[src/rtl/mdm_pkg.sv]
`timescale 1ns/1ps
package mdm_pkg;
   // Captured line levels; packed order gives status bits 7..4 and the
   // matching change-flag bits 3..0.
   typedef struct packed {
      logic dcd;
      logic ri;
      logic dsr;
      logic cts;
   } mdm_lines_t;

   localparam int LINES_W  = 4;
   localparam int CTL_W    = 5;
   localparam int CTL_DTR  = 0;
   localparam int CTL_RTS  = 1;
   localparam int CTL_OUT1 = 2;
   localparam int CTL_OUT2 = 3;
   localparam int CTL_LOOP = 4;
   localparam int FLG_RI   = 2;

   localparam logic [CTL_W-1:0] CTL_RST   = 5'b0_1000;
   localparam mdm_lines_t       LINES_RST = '{dcd: 1'b1, ri: 1'b0, dsr: 1'b1, cts: 1'b1};
endpackage

[src/rtl/mdm_sync.sv]
`timescale 1ns/1ps
module mdm_sync #(
   parameter int               STAGES  = 2,
   parameter int               WIDTH   = 4,
   parameter logic [WIDTH-1:0] RST_VAL = '0
) (
   input  logic             clk,
   input  logic             rst_n,
   input  logic [WIDTH-1:0] d_i,
   output logic [WIDTH-1:0] q_o
);
   generate
      if (STAGES < 2) begin : g_bad_depth
         $error("mdm_sync: STAGES must be at least 2");
      end
      if (WIDTH < 1) begin : g_bad_width
         $error("mdm_sync: WIDTH must be positive");
      end
   endgenerate

   localparam int TOP = STAGES - 1;

   logic [STAGES-1:0][WIDTH-1:0] chain_q;

   always_ff @(posedge clk or negedge rst_n) begin
      if (!rst_n) chain_q <= {STAGES{RST_VAL}};
      else        chain_q <= {chain_q[TOP-1:0], d_i};
   end

   assign q_o = chain_q[TOP];
endmodule

[src/rtl/mdm_ctrl_reg.sv]
`timescale 1ns/1ps
module mdm_ctrl_reg
   import mdm_pkg::*;
(
   input  logic             clk,
   input  logic             rst_n,
   input  logic             wr_i,
   input  logic [7:0]       wdata_i,
   output logic [CTL_W-1:0] ctrl_o,
   output logic [3:0]       pins_o
);
   logic [CTL_W-1:0] ctrl_q;
   logic             unused_hi_bits;

   assign unused_hi_bits = ^wdata_i[7:CTL_W];

   always_ff @(posedge clk or negedge rst_n) begin
      if (!rst_n)    ctrl_q <= CTL_RST;
      else if (wr_i) ctrl_q <= wdata_i[CTL_W-1:0];
   end

   // Pins follow bits 3..0 unless the loop bit parks them low.
   generate
      for (genvar p = 0; p < 4; p++) begin : g_pin
         assign pins_o[p] = ctrl_q[p] & ~ctrl_q[CTL_LOOP];
      end
   endgenerate

   assign ctrl_o = ctrl_q;

   a_r10_pins_parked: assert property (@(posedge clk) disable iff (!rst_n)
      ctrl_q[CTL_LOOP] |-> (pins_o == 4'b0000));
endmodule

[src/rtl/mdm_status.sv]
`timescale 1ns/1ps
module mdm_status
   import mdm_pkg::*;
(
   input  logic         clk,
   input  logic         rst_n,
   input  logic         rd_i,
   input  mdm_lines_t   lines_i,
   output logic [7:0]   rdata_o,
   output logic         pending_o
);
   mdm_lines_t         lines_q;
   logic [LINES_W-1:0] flag_q;
   logic [LINES_W-1:0] chg;
   logic [LINES_W-1:0] flag_d;

   always_comb begin
      chg         = lines_i ^ lines_q;
      chg[FLG_RI] = lines_q.ri & ~lines_i.ri;   // trailing edge only
      flag_d      = (rd_i ? '0 : flag_q) | chg;
   end

   always_ff @(posedge clk or negedge rst_n) begin
      if (!rst_n) begin
         lines_q <= LINES_RST;
         flag_q  <= '0;
      end else begin
         lines_q <= lines_i;
         flag_q  <= flag_d;
      end
   end

   assign rdata_o   = {lines_q, flag_q};
   assign pending_o = |flag_q;

   a_r5_cts_change_flags: assert property (@(posedge clk) disable iff (!rst_n)
      (lines_i.cts != lines_q.cts) |=> rdata_o[0]);

   a_r6_ri_rise_no_flag: assert property (@(posedge clk) disable iff (!rst_n)
      ($rose(lines_q.ri) && !$past(flag_q[FLG_RI])) |-> !rdata_o[FLG_RI]);

   a_r7_sticky: assert property (@(posedge clk) disable iff (!rst_n)
      (!rd_i && flag_q[1]) |=> rdata_o[1]);

   a_r7_read_clears: assert property (@(posedge clk) disable iff (!rst_n)
      (rd_i && (lines_i == lines_q)) |=> !pending_o);
endmodule

[src/rtl/mdm_ctl_stat.sv]
`timescale 1ns/1ps
module mdm_ctl_stat
   import mdm_pkg::*;
#(
   parameter int SYNC_STAGES = 2
) (
   input  logic       clk,
   input  logic       rst_n,
   input  logic       ctrl_wr,
   input  logic [7:0] ctrl_wdata,
   output logic [7:0] ctrl_rdata,
   input  logic       stat_rd,
   output logic [7:0] stat_rdata,
   input  logic       cts_i,
   input  logic       dsr_i,
   input  logic       dcd_i,
   input  logic       ri_i,
   output logic       rts_o,
   output logic       dtr_o,
   output logic       out1_o,
   output logic       out2_o,
   output logic       delta_pending
);
   logic [CTL_W-1:0]   ctrl_q;
   logic [3:0]         pins;
   logic [LINES_W-1:0] ext_sync;
   mdm_lines_t         lines_sel;

   mdm_ctrl_reg u_ctrl (
      .clk     (clk),
      .rst_n   (rst_n),
      .wr_i    (ctrl_wr),
      .wdata_i (ctrl_wdata),
      .ctrl_o  (ctrl_q),
      .pins_o  (pins)
   );

   mdm_sync #(
      .STAGES  (SYNC_STAGES),
      .WIDTH   (LINES_W),
      .RST_VAL (LINES_RST)
   ) u_sync (
      .clk   (clk),
      .rst_n (rst_n),
      .d_i   ({dcd_i, ri_i, dsr_i, cts_i}),
      .q_o   (ext_sync)
   );

   always_comb begin
      if (ctrl_q[CTL_LOOP]) begin
         lines_sel.dcd = ctrl_q[CTL_OUT2];
         lines_sel.ri  = ctrl_q[CTL_OUT1];
         lines_sel.dsr = ctrl_q[CTL_DTR];
         lines_sel.cts = ctrl_q[CTL_RTS];
      end else begin
         lines_sel = mdm_lines_t'(ext_sync);
      end
   end

   mdm_status u_stat (
      .clk       (clk),
      .rst_n     (rst_n),
      .rd_i      (stat_rd),
      .lines_i   (lines_sel),
      .rdata_o   (stat_rdata),
      .pending_o (delta_pending)
   );

   assign ctrl_rdata = {{(8-CTL_W){1'b0}}, ctrl_q};
   assign dtr_o  = pins[CTL_DTR];
   assign rts_o  = pins[CTL_RTS];
   assign out1_o = pins[CTL_OUT1];
   assign out2_o = pins[CTL_OUT2];

   a_r9_loop_crossing: assert property (@(posedge clk) disable iff (!rst_n)
      $past(ctrl_q[CTL_LOOP]) |->
         (stat_rdata[4] == $past(ctrl_q[CTL_RTS])) && (stat_rdata[5] == $past(ctrl_q[CTL_DTR])));
endmodule

[config.mk]
export PLATFORM = sky130hd
export DESIGN_NAME = mdm_ctl_stat
export DESIGN_NICKNAME = d
export VERILOG_FILES = /design/src/rtl/mdm_pkg.sv /design/src/rtl/mdm_sync.sv /design/src/rtl/mdm_ctrl_reg.sv /design/src/rtl/mdm_status.sv /design/src/rtl/mdm_ctl_stat.sv
export SDC_FILE = /design/constraint.sdc
export NUM_CORES = 1
export LEC_CHECK = 0
export BUFFER_PORTS_ARGS = -buffer_cell sky130_fd_sc_hd__buf_4
export CORE_MARGIN = 5
export CORE_UTILIZATION = 44
export CTS_CLUSTER_SIZE = 10
export DETAILED_ROUTE_END_ITERATION = 7
export PLACE_DENSITY = 0.75
export SYNTH_ARGS = -nofsm -noshare
export SYNTH_HDL_FRONTEND = slang
export SYNTH_SLANG_ARGS = --single-unit
[constraint.sdc]
create_clock -name clk -period 3.12 [get_ports clk]
set_input_delay 0.624 -clock clk [delete_from_list [all_inputs] [get_ports clk]]
set_output_delay 0.624 -clock clk [all_outputs]
set_load 0.01 [all_outputs]
==> reports/qor.json, run 1 <==
{
  "run_status": {
    "run_status": "completed"
  },
  "floorplanning": {
    "die-height_um": 53.4,
    "core_box_area_sq_um": 1760,
    "dieWidth_um": 53.4,
    "die-area_sq_um": 2850,
    "io_pins": 37,
    "initial_utilization_pct": 46.9,
    "rows": 15
  },
  "routing": {
    "drc_errors": 0,
    "number_of_nets_with_antenna_violations_after_routing": 0,
    "route.detailed.wl_per_inst_um": 12.7,
    "first_pass_iters": 2,
    "avgViaCountPerCell": 4.50,
    "drt_iter0_drc": 3,
    "vias": 504,
    "totalWireLength_mm": 1.42
  },
  "sta": {
    "fin_crit_sh_pct": 64.0,
    "holdWs_ns": 0.176,
    "period_needed_ns": 2.00,
    "grt_setup_unrepaired": "false",
    "final_setup_vio_count": 0,
    "timing.fmax_mhz": 501,
    "tns_ns": 0,
    "final_hold_viol_count": 0,
    "fin_worst_skew_ns": 0.00139,
    "postLayoutSetupSlackWorst_ns": 1.12,
    "pins_over_slew_limit": 0
  },
  "layout": {
    "num_antenna_cells": 0,
    "drive_gt1_share_pct": 67.8,
    "num-nets-final": 104,
    "final_non_filler_cell_area_sq_um": 1080,
    "layout-area-overhead-vs-synth_pct": 31.0,
    "fill_cells": 159,
    "multi_input_area_sq_um": 255,
    "layout.area.seq_sq_um": 538
  },
  "setup_path": {
    "worstPathMaxFanout": 3,
    "end_kind": "output pin",
    "critical_path_arrival_ns": 1.37,
    "timing.setup.critical_path_class": "flop to output pin",
    "crit_path_start_kind": "flop",
    "regToRegEndpoint": "u_stat.flag_q[3]$_DFF_PN0_",
    "r2r_setup_slack_ns": 1.87,
    "cpPeakStageDelay_ns": 0.51,
    "endpoint": "delta_pending",
    "critical_path.slowest_cell": "or4_1",
    "critical_path.startpoint": "u_stat.flag_q[1]$_DFF_PN0_",
    "list_of_cells_traversed_by_the_critical_path": "or4_1, buf_4",
    "crit_required_ns": 2.50,
    "ff_to_ff_path_depth": 3,
    "worst_r2r_startpoint": "u_ctrl.ctrl_o[4]$_DFFE_PN0P_"
  },
  "synthesis": {
    "ys_seq_elements": 21,
    "syn_inst": 55,
    "synth-warning-count": 0,
    "syn_area_per_cell_sq_um": 15.0,
    "ys_seq_area_share_pct": 65.1,
    "synthesis.area_sq_um": 827,
    "synth.distinct_cells": 14
  },
  "clock_tree": {
    "cts_repair_resize_count": 0,
    "clock_tree_from_tritoncts": "built",
    "h-tree-depth": 1,
    "cts_hold_buf": 0,
    "cts-root-buf": "clkbuf_4",
    "clk_latency_ns": 0.30,
    "cts-buffers-inserted": 3,
    "clkSinkCount": 21,
    "post-cts-setup-buffer-count": 0,
    "cts.path.max_buffers": 2,
    "clkTransAtPathRegs_ns": 0.11
  },
  "global_route": {
    "grtUsageTotal_pct": 12.3,
    "grt_first_pass_wirelength_mm": 2.43,
    "grt_start_max_net_pins": 22,
    "global_route.overflow_total": 0,
    "grt_antenna_before_repair": 0,
    "vias_in_the_first_global_route": 568
  },
  "power_and_ir_drop": {
    "p_total_mw": 0.585,
    "power.ir.vdd_worst_mv": 0.300,
    "power_density_nw_per_um2": 540,
    "switching_share_pct": 25.9,
    "cellLeakagePower_nw": 0.502,
    "share_comb_of_total_power_pct": 21.9,
    "power_frac_clock_pct": 21.8,
    "switching_power_mw": 0.152,
    "seq_pwr_share_pct": 56.4,
    "internal_power_mw": 0.433
  },
  "hold_path": {
    "hold_path_class": "input port to asynchronous set/reset pin"
  },
  "placed_design": {
    "place_ws_ns": 1.45,
    "dp_hpwl_mm": 1.08,
    "placed_cell_area_sq_um": 1060,
    "port_buffers": 30,
    "weighted_congestion_reported_at_the_end_of_routability_driven_placement": 0.641
  },
  "flow_run": {
    "max_cap_violations": 0
  }
}
[per-layer routing]
metal  vias up  track usage (%)  wire, um
met1       232             14.6       592
met2        30             18.6       662
met3         3             4.51       132
met5         -                0         0
met4         0             7.66        30
li1        239                -         -
[metrics by stage]
step / std cells / util [%]
2_1_floorplan: 57 / -
3_3_place_gp: 108 / 59.9
3_5_place_dp: 108 / 59.9
4_1_cts: 112 / 61.4
5_1_grt: 112 / 61.4
6_report: 112 / 61.4
[kinds of logic after synthesis]
| logic type | after synthesis | synth area share (%) |
|---|---|---|
| AOI/OAI and AO/OA | 4 | 2.57 |
| buffers and inverters | 6 | 4.99 |
| other | 1 | 0.453 |
| and+or+nand+nor | 14 | 13.3 |
| muxes | 9 | 13.6 |
| DFF | 21 | 65.1 |
[power by group through the flow]
stage / clock [mW] / sequential, mW / combinational (mW)
6_report: 0.127 / 0.330 / 0.128
5_1_grt: 0.145 / 0.336 / 0.140
4_1_cts: 0.134 / 0.331 / 0.131
3_5_place_dp: 0 / 0.335 / 0.130
3_3_place_gp: 0 / 0.334 / 0.127
2_1_floorplan: 0 / 0.340 / 0.0586
[critical path: cells and delay by family (launching register included)]
family / cells / cell delay, ns
and+or+nand+nor: 1 / 0.51
DFF: 1 / 0.41
buffers and inverters: 1 / 0.16
[registers in the layout, summed over array words and instances (netlist names)]
register        flops
u_ctrl.ctrl_o       5
u_stat.flag_q       4
u_stat.rdata_o      4
u_sync.chain_q      4
u_sync.q_o          4
[area by class of cell]
class / instances / share of cell area (%)
inverters: 2 / 0.693
repair buffers: 30 / 20.8
flip-flops and latches: 21 / 49.7
well taps: 25 / 2.89
clock buffers: 4 / 2.42
multi-input cells: 30 / 23.6
[cell usage in the layout (no fill, tap or decap)]
cell type,Yosys,routed
and2b_2,4,4
inv_1,2,2
nor3_2,3,3
clkbuf_4,0,3
dfstp_2,10,10
dfrtp_1,11,11
buf_4,3,30
clkbuf_1,0,1
a21oi_1,3,3
nor2b_1,6,6
or4_1,1,1
mux2_4,3,3
mux2_2,6,6
o22ai_1,1,1
conb_1,1,3
[cells in the mapped netlist]
| cell type | count | share of area (%) |
|---|---|---|
| dfrtp_1 | 11 | 33 |
| dfstp_2 | 10 | 32 |
| mux2_2 | 6 | 8.2 |
| nor2b_1 | 6 | 4.5 |
| and2b_2 | 4 | 4.2 |
| a21oi_1 | 3 | 1.8 |
| buf_4 | 3 | 2.7 |
| mux2_4 | 3 | 5.4 |
| nor3_2 | 3 | 3.6 |
| inv_1 | 2 | 0.91 |
| buf_6 | 1 | 1.4 |
| conb_1 | 1 | 0.45 |
| o22ai_1 | 1 | 0.76 |
| or4_1 | 1 | 0.91 |
[worst min path at each step]
stage                                   end  slack, ns  cells after the start
5_1_grt          u_stat.flag_q[2]$_DFF_PN0_       0.17                      1
3_3_place_gp        u_sync.q_o[2]$_DFF_PN0_       0.33                      0
4_1_cts          u_stat.flag_q[1]$_DFF_PN0_       0.17                      1
2_1_floorplan  u_ctrl.ctrl_o[0]$_DFFE_PN0P_       0.33                      0
3_5_place_dp        u_sync.q_o[2]$_DFF_PN0_       0.34                      0
6_report         u_stat.flag_q[2]$_DFF_PN0_       0.18                      1
No activity file was read; power rests on OpenSTA's default activity.
==> inputs of run 2 (changes only) <==
==> constraint.sdc (replaced) <==
create_clock -name clk -period 2.1 [get_ports clk]
set_input_delay 0.42 -clock clk [delete_from_list [all_inputs] [get_ports clk]]
set_output_delay 0.42 -clock clk [all_outputs]
set_load 0.01 [all_outputs]
==> reports/qor.json, run 2 (same netlist as run 1, synthesis figures left out) <==
{
  "setup_path": {
    "crit_required": {"value": 1.68, "unit": "ns", "change": "was 2.50 ns"},
    "timing.setup.critical_path_class": {"value": "flop to output pin", "change": "unchanged"},
    "cpPeakStageDelay": {"value": 0.51, "unit": "ns", "change": "about the same"},
    "critical_path_arrival": {"value": 1.36, "unit": "ns", "change": "was 1.37 ns"},
    "crit_path_start_kind": {"value": "flop", "change": "unchanged"},
    "worstPathMaxFanout": {"value": 3, "change": "unchanged"},
    "list_of_cells_traversed_by_the_critical_path": {"value": "or4_1, buf_4", "change": "unchanged"},
    "end_kind": {"value": "output pin", "change": "unchanged"},
    "critical_path.slowest_cell": {"value": "or4_1", "change": "unchanged"}
  },
  "floorplanning": {
    "dieWidth": {"value": 53.4, "unit": "um", "change": "unchanged"},
    "rows": {"value": 15, "change": "unchanged"},
    "initial_utilization": {"value": 46.9, "unit": "%", "change": "unchanged"},
    "core_box_area": {"value": 1760, "unit": "sq um", "change": "unchanged"},
    "die-height": {"value": 53.4, "unit": "um", "change": "unchanged"},
    "io_pins": {"value": 37, "change": "unchanged"},
    "die-area": {"value": 2850, "unit": "sq um", "change": "unchanged"}
  },
  "power_and_ir_drop": {
    "switching_share": {"value": 25.4, "unit": "%", "change": "was 25.9%"},
    "internal_power": {"value": 0.644, "unit": "mW", "change": "was 0.433 mW"},
    "cellLeakagePower": {"value": 0.506, "unit": "nW", "change": "was 0.502 nW"},
    "seq_pwr_share": {"value": 56.7, "unit": "%", "change": "was 56.4%"},
    "power.ir.vdd_worst": {"value": 0.520, "unit": "mV", "change": "was 0.300 mV"},
    "power_frac_clock": {"value": 21.1, "unit": "%", "change": "was 21.8%"},
    "share_comb_of_total_power": {"value": 22.2, "unit": "%", "change": "was 21.9%"},
    "power_density": {"value": 790, "unit": "nW/um^2", "change": "was 540 nW/um^2"},
    "switching_power": {"value": 0.220, "unit": "mW", "change": "was 0.152 mW"}
  },
  "layout": {
    "final_non_filler_cell_area": {"value": 1090, "unit": "sq um", "change": "was 1080 sq um"},
    "final_cell_mix": {"value": "buf_4 (30), dfrtp_1 (11), dfstp_2 (10)", "change": "unchanged"},
    "flip_flop_count_of_the_largest_register_all_copies_and_words_added": {"value": 5, "change": "unchanged"},
    "most_common_library_cell_in_the_layout_ignoring_fill_and_taps": {"value": "buf_4", "change": "unchanged"},
    "num-nets-final": {"value": 105, "change": "was 104"},
    "drive_gt1_share": {"value": 67.0, "unit": "%", "change": "was 67.8%"},
    "num_antenna_cells": {"value": 0, "change": "unchanged"},
    "layout-area-overhead-vs-synth": {"value": 32.2, "unit": "%", "change": "was 31.0%"}
  },
  "clock_tree": {
    "clkSinkCount": {"value": 21, "change": "unchanged"},
    "cts.path.max_buffers": {"value": 2, "change": "unchanged"},
    "cts-buffers-inserted": {"value": 3, "change": "unchanged"},
    "cts-root-buf": {"value": "clkbuf_4", "change": "unchanged"},
    "post-cts-setup-buffer-count": {"value": 0, "change": "unchanged"},
    "clock_tree_from_tritoncts": {"value": "built", "change": "unchanged"},
    "h-tree-depth": {"value": 1, "change": "unchanged"},
    "clk_latency": {"value": 0.29, "unit": "ns", "change": "was 0.30 ns"},
    "cts_repair_resize_count": {"value": 0, "change": "unchanged"},
    "clkTransAtPathRegs": {"value": 0.11, "unit": "ns", "change": "about the same"}
  },
  "flow_run": {
    "max_cap_violations": {"value": 0, "change": "unchanged"}
  },
  "sta": {
    "pins_over_slew_limit": {"value": 0, "change": "unchanged"},
    "tns": {"value": 0, "unit": "ns", "change": "unchanged"},
    "fin_worst_skew": {"value": 0.000636, "unit": "ns", "change": "was 0.00139 ns"},
    "grt_setup_unrepaired": {"value": "false", "change": "unchanged"},
    "final_hold_viol_count": {"value": 0, "change": "unchanged"},
    "final_setup_vio_count": {"value": 0, "change": "unchanged"},
    "period_needed_ns": 1.78,
    "timing.fmax_mhz": 561,
    "fin_crit_sh_pct": 84.9,
    "holdWs": {"value": 0.227, "unit": "ns", "change": "was 0.176 ns"}
  },
  "hold_path": {
    "hold_path_class": {"value": "input port to flop", "change": "was input port to asynchronous set/reset pin"}
  },
  "routing": {
    "avgViaCountPerCell": {"value": 4.53, "change": "was 4.50"},
    "drc_errors": {"value": 0, "change": "unchanged"},
    "drt_iter0_drc": {"value": 2, "change": "was 3"},
    "first_pass_iters": {"value": 4, "change": "was 2"},
    "route.detailed.wl_per_inst": {"value": 12.4, "unit": "um", "change": "was 12.7 um"},
    "totalWireLength": {"value": 1.40, "unit": "mm", "change": "was 1.42 mm"},
    "vias": {"value": 512, "change": "was 504"},
    "number_of_nets_with_antenna_violations_after_routing": {"value": 0, "change": "unchanged"}
  },
  "global_route": {
    "grt_antenna_before_repair": {"value": 0, "change": "unchanged"},
    "grtUsageTotal": {"value": 11.8, "unit": "%", "change": "was 12.3%"},
    "grt_first_pass_wirelength": {"value": 2.40, "unit": "mm", "change": "was 2.43 mm"},
    "global_route.overflow_total": {"value": 0, "change": "unchanged"},
    "vias_in_the_first_global_route": {"value": 575, "change": "was 568"},
    "grt_start_max_net_pins": {"value": 22, "change": "unchanged"}
  },
  "run_status": {
    "run_status": {"value": "completed", "change": "unchanged"}
  },
  "placed_design": {
    "placed_cell_area": {"value": 1060, "unit": "sq um", "change": "unchanged"},
    "dp_hpwl": {"value": 1.10, "unit": "mm", "change": "was 1.08 mm"},
    "weighted_congestion_reported_at_the_end_of_routability_driven_placement": {"value": 0.642, "change": "was 0.641"},
    "port_buffers": {"value": 30, "change": "unchanged"}
  }
}
run 2: power by group through the flow:
stage               Sequential (mW)  Clock [mW]  Combinational [mW]
floorplan                     0.505           0              0.0871
global placement              0.496           0               0.189
detailed placement            0.499           0               0.194
CTS                           0.491       0.192               0.196
global route                  0.499       0.210               0.210
finish                        0.490       0.183               0.192
run 2: worst paths after layout:
path                                         startpoint                     endpoint  slack, ns  cells past startpoint
max in group asynchronous                         rst_n  u_stat.rdata_o[4]$_DFF_PN1_       1.30                      2
setup reg to reg           u_ctrl.ctrl_o[4]$_DFFE_PN0P_   u_stat.flag_q[0]$_DFF_PN0_       0.84                      3
hold reg to reg             u_sync.chain_q[3]$_DFF_PN1_      u_sync.q_o[3]$_DFF_PN1_       0.36                      0
hold / removal                                    dcd_i  u_sync.chain_q[3]$_DFF_PN1_       0.23                      1
min in group asynchronous                         rst_n   u_stat.flag_q[1]$_DFF_PN0_       0.53                      2
setup / recovery             u_stat.flag_q[1]$_DFF_PN0_                delta_pending       0.32                      2
run 2: layout make-up:
type / instances / area (sq um)
Timing Repair Buffer: 31 / 235
Inverter: 2 / 7.51
Sequential cell: 21 / 538
Clock buffer: 4 / 26.3
Fill cell: 153 / 671
Multi-Input combinational cell: 30 / 255
Tap cell: 25 / 31.3
run 2: worst max-delay path: cells and delay by family (launching register included):
kind,cells,cell delay [ns]
DFF,1,0.41
and+or+nand+nor,1,0.51
buffers and inverters,1,0.16
run 2: metal layers:
layer / share of wire (%) / vias to the layer above / global-route usage, %
met5: 0 / - / 0
li1: - / 240 / -
met3: 9.3 / 0 / 3.38
met1: 42 / 245 / 13.8
met2: 49 / 27 / 20.0
met4: 0 / 0 / 5.11
run 2: repair_timing:
item                                    CTS  global route
hold buffers                              1             0
endpoints found under the hold margin    11             0
endpoints found under the setup margin    0             0
run 2: per-stage QoR:
stage,util (%),total power [mW],instances,setup slack [ns]
2_1_floorplan,-,0.593,57,0.704
3_3_place_gp,59.9,0.685,108,0.656
3_5_place_dp,59.9,0.693,108,0.632
4_1_cts,62.0,0.879,113,0.290
5_1_grt,62.0,0.920,113,0.261
6_report,62.0,0.864,113,0.316
==> inputs of run 3 (changes only) <==
--- a/config.mk
+++ b/config.mk
@@ -7,10 +7,10 @@
 export LEC_CHECK = 0
 export BUFFER_PORTS_ARGS = -buffer_cell sky130_fd_sc_hd__buf_4
 export CORE_MARGIN = 5
-export CORE_UTILIZATION = 44
+export CORE_UTILIZATION = 40
 export CTS_CLUSTER_SIZE = 10
 export DETAILED_ROUTE_END_ITERATION = 7
-export PLACE_DENSITY = 0.75
+export PLACE_DENSITY = 0.72
 export SYNTH_ARGS = -nofsm -noshare
 export SYNTH_HDL_FRONTEND = slang
 export SYNTH_SLANG_ARGS = --single-unit
==> constraint.sdc (replaced) <==
create_clock -name clk -period 1.5 [get_ports clk]
set_input_delay 0.3 -clock clk [delete_from_list [all_inputs] [get_ports clk]]
set_output_delay 0.3 -clock clk [all_outputs]
set_load 0.01 [all_outputs]
==> reports/qor.json, run 3 (same netlist as run 1, synthesis figures left out) <==
{
  "sta": {
    "period_needed_ns": 1.64,
    "holdWs": {"value": 0.102, "unit": "ns", "change": "was 0.227 ns"},
    "grt_setup_unrepaired": {"value": "true", "change": "was false"},
    "fin_crit_sh_pct": 109,
    "final_setup_vio_count": {"value": 1, "change": "was 0"},
    "pins_over_slew_limit": {"value": 0, "change": "unchanged"},
    "postLayoutSetupSlackWorst": {"value": -0.140, "unit": "ns", "change": "was 0.316 ns"},
    "timing.fmax_mhz": 610,
    "final_hold_viol_count": {"value": 0, "change": "unchanged"},
    "fin_worst_skew": {"value": 0.00451, "unit": "ns", "change": "was 0.000636 ns"}
  },
  "floorplanning": {
    "io_pins": {"value": 37, "change": "unchanged"},
    "die-area": {"value": 3080, "unit": "sq um", "change": "was 2850 sq um"},
    "initial_utilization": {"value": 42.2, "unit": "%", "change": "was 46.9%"},
    "dieWidth": {"value": 55.5, "unit": "um", "change": "was 53.4 um"},
    "die-height": {"value": 55.5, "unit": "um", "change": "was 53.4 um"},
    "core_box_area": {"value": 1960, "unit": "sq um", "change": "was 1760 sq um"},
    "rows": {"value": 16, "change": "was 15"}
  },
  "clock_tree": {
    "clkTransAtPathRegs": {"value": 0.11, "unit": "ns", "change": "about the same"},
    "cts.path.max_buffers": {"value": 2, "change": "unchanged"},
    "cts-root-buf": {"value": "clkbuf_4", "change": "unchanged"},
    "clkSinkCount": {"value": 21, "change": "unchanged"},
    "clk_latency": {"value": 0.29, "unit": "ns", "change": "about the same"},
    "h-tree-depth": {"value": 1, "change": "unchanged"},
    "cts-buffers-inserted": {"value": 3, "change": "unchanged"},
    "clock_tree_from_tritoncts": {"value": "built", "change": "unchanged"}
  },
  "routing": {
    "drc_errors": {"value": 0, "change": "unchanged"},
    "vias": {"value": 539, "change": "was 512"},
    "first_pass_iters": {"value": 1, "change": "was 4"},
    "route.detailed.wl_per_inst": {"value": 12.0, "unit": "um", "change": "was 12.4 um"},
    "totalWireLength": {"value": 1.46, "unit": "mm", "change": "was 1.40 mm"},
    "avgViaCountPerCell": {"value": 4.45, "change": "was 4.53"},
    "drt_iter0_drc": {"value": 0, "change": "was 2"},
    "number_of_nets_with_antenna_violations_after_routing": {"value": 0, "change": "unchanged"}
  },
  "layout": {
    "num-nets-final": {"value": 111, "change": "was 105"},
    "layout-area-overhead-vs-synth": {"value": 38.7, "unit": "%", "change": "was 32.2%"},
    "final_non_filler_cell_area": {"value": 1150, "unit": "sq um", "change": "was 1090 sq um"},
    "drive_gt1_share": {"value": 71.3, "unit": "%", "change": "was 67.0%"},
    "final_cell_mix": {"value": "buf_4 (34), dfrtp_1 (10), dfstp_2 (10)", "change": "was buf_4 (30), dfrtp_1 (11), dfstp_2 (10)"},
    "most_common_library_cell_in_the_layout_ignoring_fill_and_taps": {"value": "buf_4", "change": "unchanged"},
    "flip_flop_count_of_the_largest_register_all_copies_and_words_added": {"value": 5, "change": "unchanged"},
    "num_antenna_cells": {"value": 0, "change": "unchanged"},
    "post_route_core_utilization": {"value": 58.5, "unit": "%", "change": "was 62.0%"}
  },
  "setup_path": {
    "crit_buf_inv": {"value": 1, "change": "unchanged"},
    "critical_path_arrival": {"value": 1.34, "unit": "ns", "change": "was 1.36 ns"},
    "end_kind": {"value": "output pin", "change": "unchanged"},
    "list_of_cells_traversed_by_the_critical_path": {"value": "or4_4, buf_6", "change": "was or4_1, buf_4"},
    "worstPathMaxFanout": {"value": 2, "change": "was 3"},
    "crit_required": {"value": 1.20, "unit": "ns", "change": "was 1.68 ns"},
    "crit_path_start_kind": {"value": "flop", "change": "unchanged"},
    "cp_top_family": {"value": "simple AND/OR/NAND/NOR gates", "change": "unchanged"},
    "timing.setup.critical_path_class": {"value": "flop to output pin", "change": "unchanged"},
    "critical_path.slowest_cell": {"value": "or4_4", "change": "was or4_1"},
    "cpPeakStageDelay": {"value": 0.53, "unit": "ns", "change": "was 0.51 ns"}
  },
  "power_and_ir_drop": {
    "power_density": {"value": 1080, "unit": "nW/um^2", "change": "was 790 nW/um^2"},
    "switching_power": {"value": 0.315, "unit": "mW", "change": "was 0.220 mW"},
    "power_frac_clock": {"value": 20.6, "unit": "%", "change": "was 21.1%"},
    "cellLeakagePower": {"value": 0.536, "unit": "nW", "change": "was 0.506 nW"},
    "p_total": {"value": 1.24, "unit": "mW", "change": "was 0.864 mW"},
    "power.ir.vdd_worst": {"value": 0.734, "unit": "mV", "change": "was 0.520 mV"},
    "switching_share": {"value": 25.4, "unit": "%", "change": "about the same"},
    "share_comb_of_total_power": {"value": 24.6, "unit": "%", "change": "was 22.2%"},
    "internal_power": {"value": 0.927, "unit": "mW", "change": "was 0.644 mW"},
    "seq_pwr_share": {"value": 54.8, "unit": "%", "change": "was 56.7%"}
  },
  "run_status": {
    "run_status": {"value": "complete, but fails checks", "change": "was completed"},
    "failed_checks": "setup timing"
  },
  "hold_path": {
    "hold_path_class": {"value": "input port to flop", "change": "unchanged"}
  },
  "placed_design": {
    "dp_hpwl": {"value": 1.08, "unit": "mm", "change": "was 1.10 mm"},
    "weighted_congestion_reported_at_the_end_of_routability_driven_placement": {"value": 0.657, "change": "was 0.642"},
    "port_buffers": {"value": 30, "change": "unchanged"},
    "placed_cell_area": {"value": 1060, "unit": "sq um", "change": "about the same"}
  },
  "global_route": {
    "grt_start_max_net_pins": {"value": 22, "change": "unchanged"},
    "grt_first_pass_wirelength": {"value": 2.46, "unit": "mm", "change": "was 2.40 mm"},
    "global_route.overflow_total": {"value": 0, "change": "unchanged"},
    "vias_in_the_first_global_route": {"value": 588, "change": "was 575"},
    "grt_antenna_before_repair": {"value": 0, "change": "unchanged"},
    "grtUsageTotal": {"value": 10.2, "unit": "%", "change": "was 11.8%"}
  },
  "flow_run": {
    "max_cap_violations": {"value": 0, "change": "unchanged"}
  }
}
## run 3: worst reg2reg max path, delay by kind of cell, from the launching register on
family | cells | cell delay [ns]
compound gates | 1 | 0.05
buf+inv | 2 | 0.31
flops | 1 | 0.46
mux | 1 | 0.31
simple gates | 1 | 0.15
## run 3: power groups by stage
stage          sequential (mW)  combinational (mW)  clock [mW]
2_1_floorplan            0.708               0.122           0
5_1_grt                  0.692               0.334       0.295
3_3_place_gp             0.695               0.265           0
3_5_place_dp             0.698               0.270           0
6_report                 0.681               0.306       0.256
4_1_cts                  0.688               0.291       0.272
## run 3: per-layer routing
metal	global-route usage (%)	share of wire, %	vias up
met5	0	0	-
met4	4.17	0	0
met3	3.96	8.3	0
met2	17.4	50	25
met1	11.1	41	259
li1	-	-	255
## run 3: per-stage QoR
step	setup TNS, ns	setup slack, ns	cells
2_1_floorplan	0	0.224	57
3_3_place_gp	0	0.179	110
3_5_place_dp	0	0.145	110
4_1_cts	-0.163	-0.163	117
5_1_grt	-0.187	-0.187	121
6_report	-0.140	-0.140	121
## run 3: cell type report
class                   instances  area [sq um]
fillers                       186           815
flip-flops and latches         21           539
repair buffers                 37           282
multi-input cells              30           259
well taps                      27          33.8
clock buffers                   4          26.3
inverters                       2          7.51
## run 3: timing repair
| item | in CTS | in global routing |
|---|---|---|
| gates resized for setup | 3 | 0 |
| endpoints found under the setup margin | 5 | 5 |
| endpoints found under the hold margin | 11 | 0 |
| hold buffers | 1 | 0 |
| pin swaps | 1 | 1 |
| buffers inserted | 2 | 4 |
## run 3: path summary, 6_finish.rpt
kind / slack [ns] / to / from / cells past startpoint
min in group asynchronous: 0.41 / u_ctrl.ctrl_o[0]$_DFFE_PN0P_ / rst_n / 2
worst max-delay path: -0.14 / delta_pending / u_stat.flag_q[2]$_DFF_PN0_ / 2
worst max register to register: 0.12 / u_stat.flag_q[0]$_DFF_PN0_ / u_ctrl.ctrl_o[4]$_DFFE_PN0P_ / 5
worst min register to register: 0.36 / u_sync.q_o[2]$_DFF_PN0_ / u_sync.chain_q[2]$_DFF_PN0_ / 0
worst min-delay path: 0.10 / u_sync.chain_q[3]$_DFF_PN1_ / dcd_i / 1
max in group asynchronous: 0.82 / u_stat.rdata_o[4]$_DFF_PN1_ / rst_n / 2
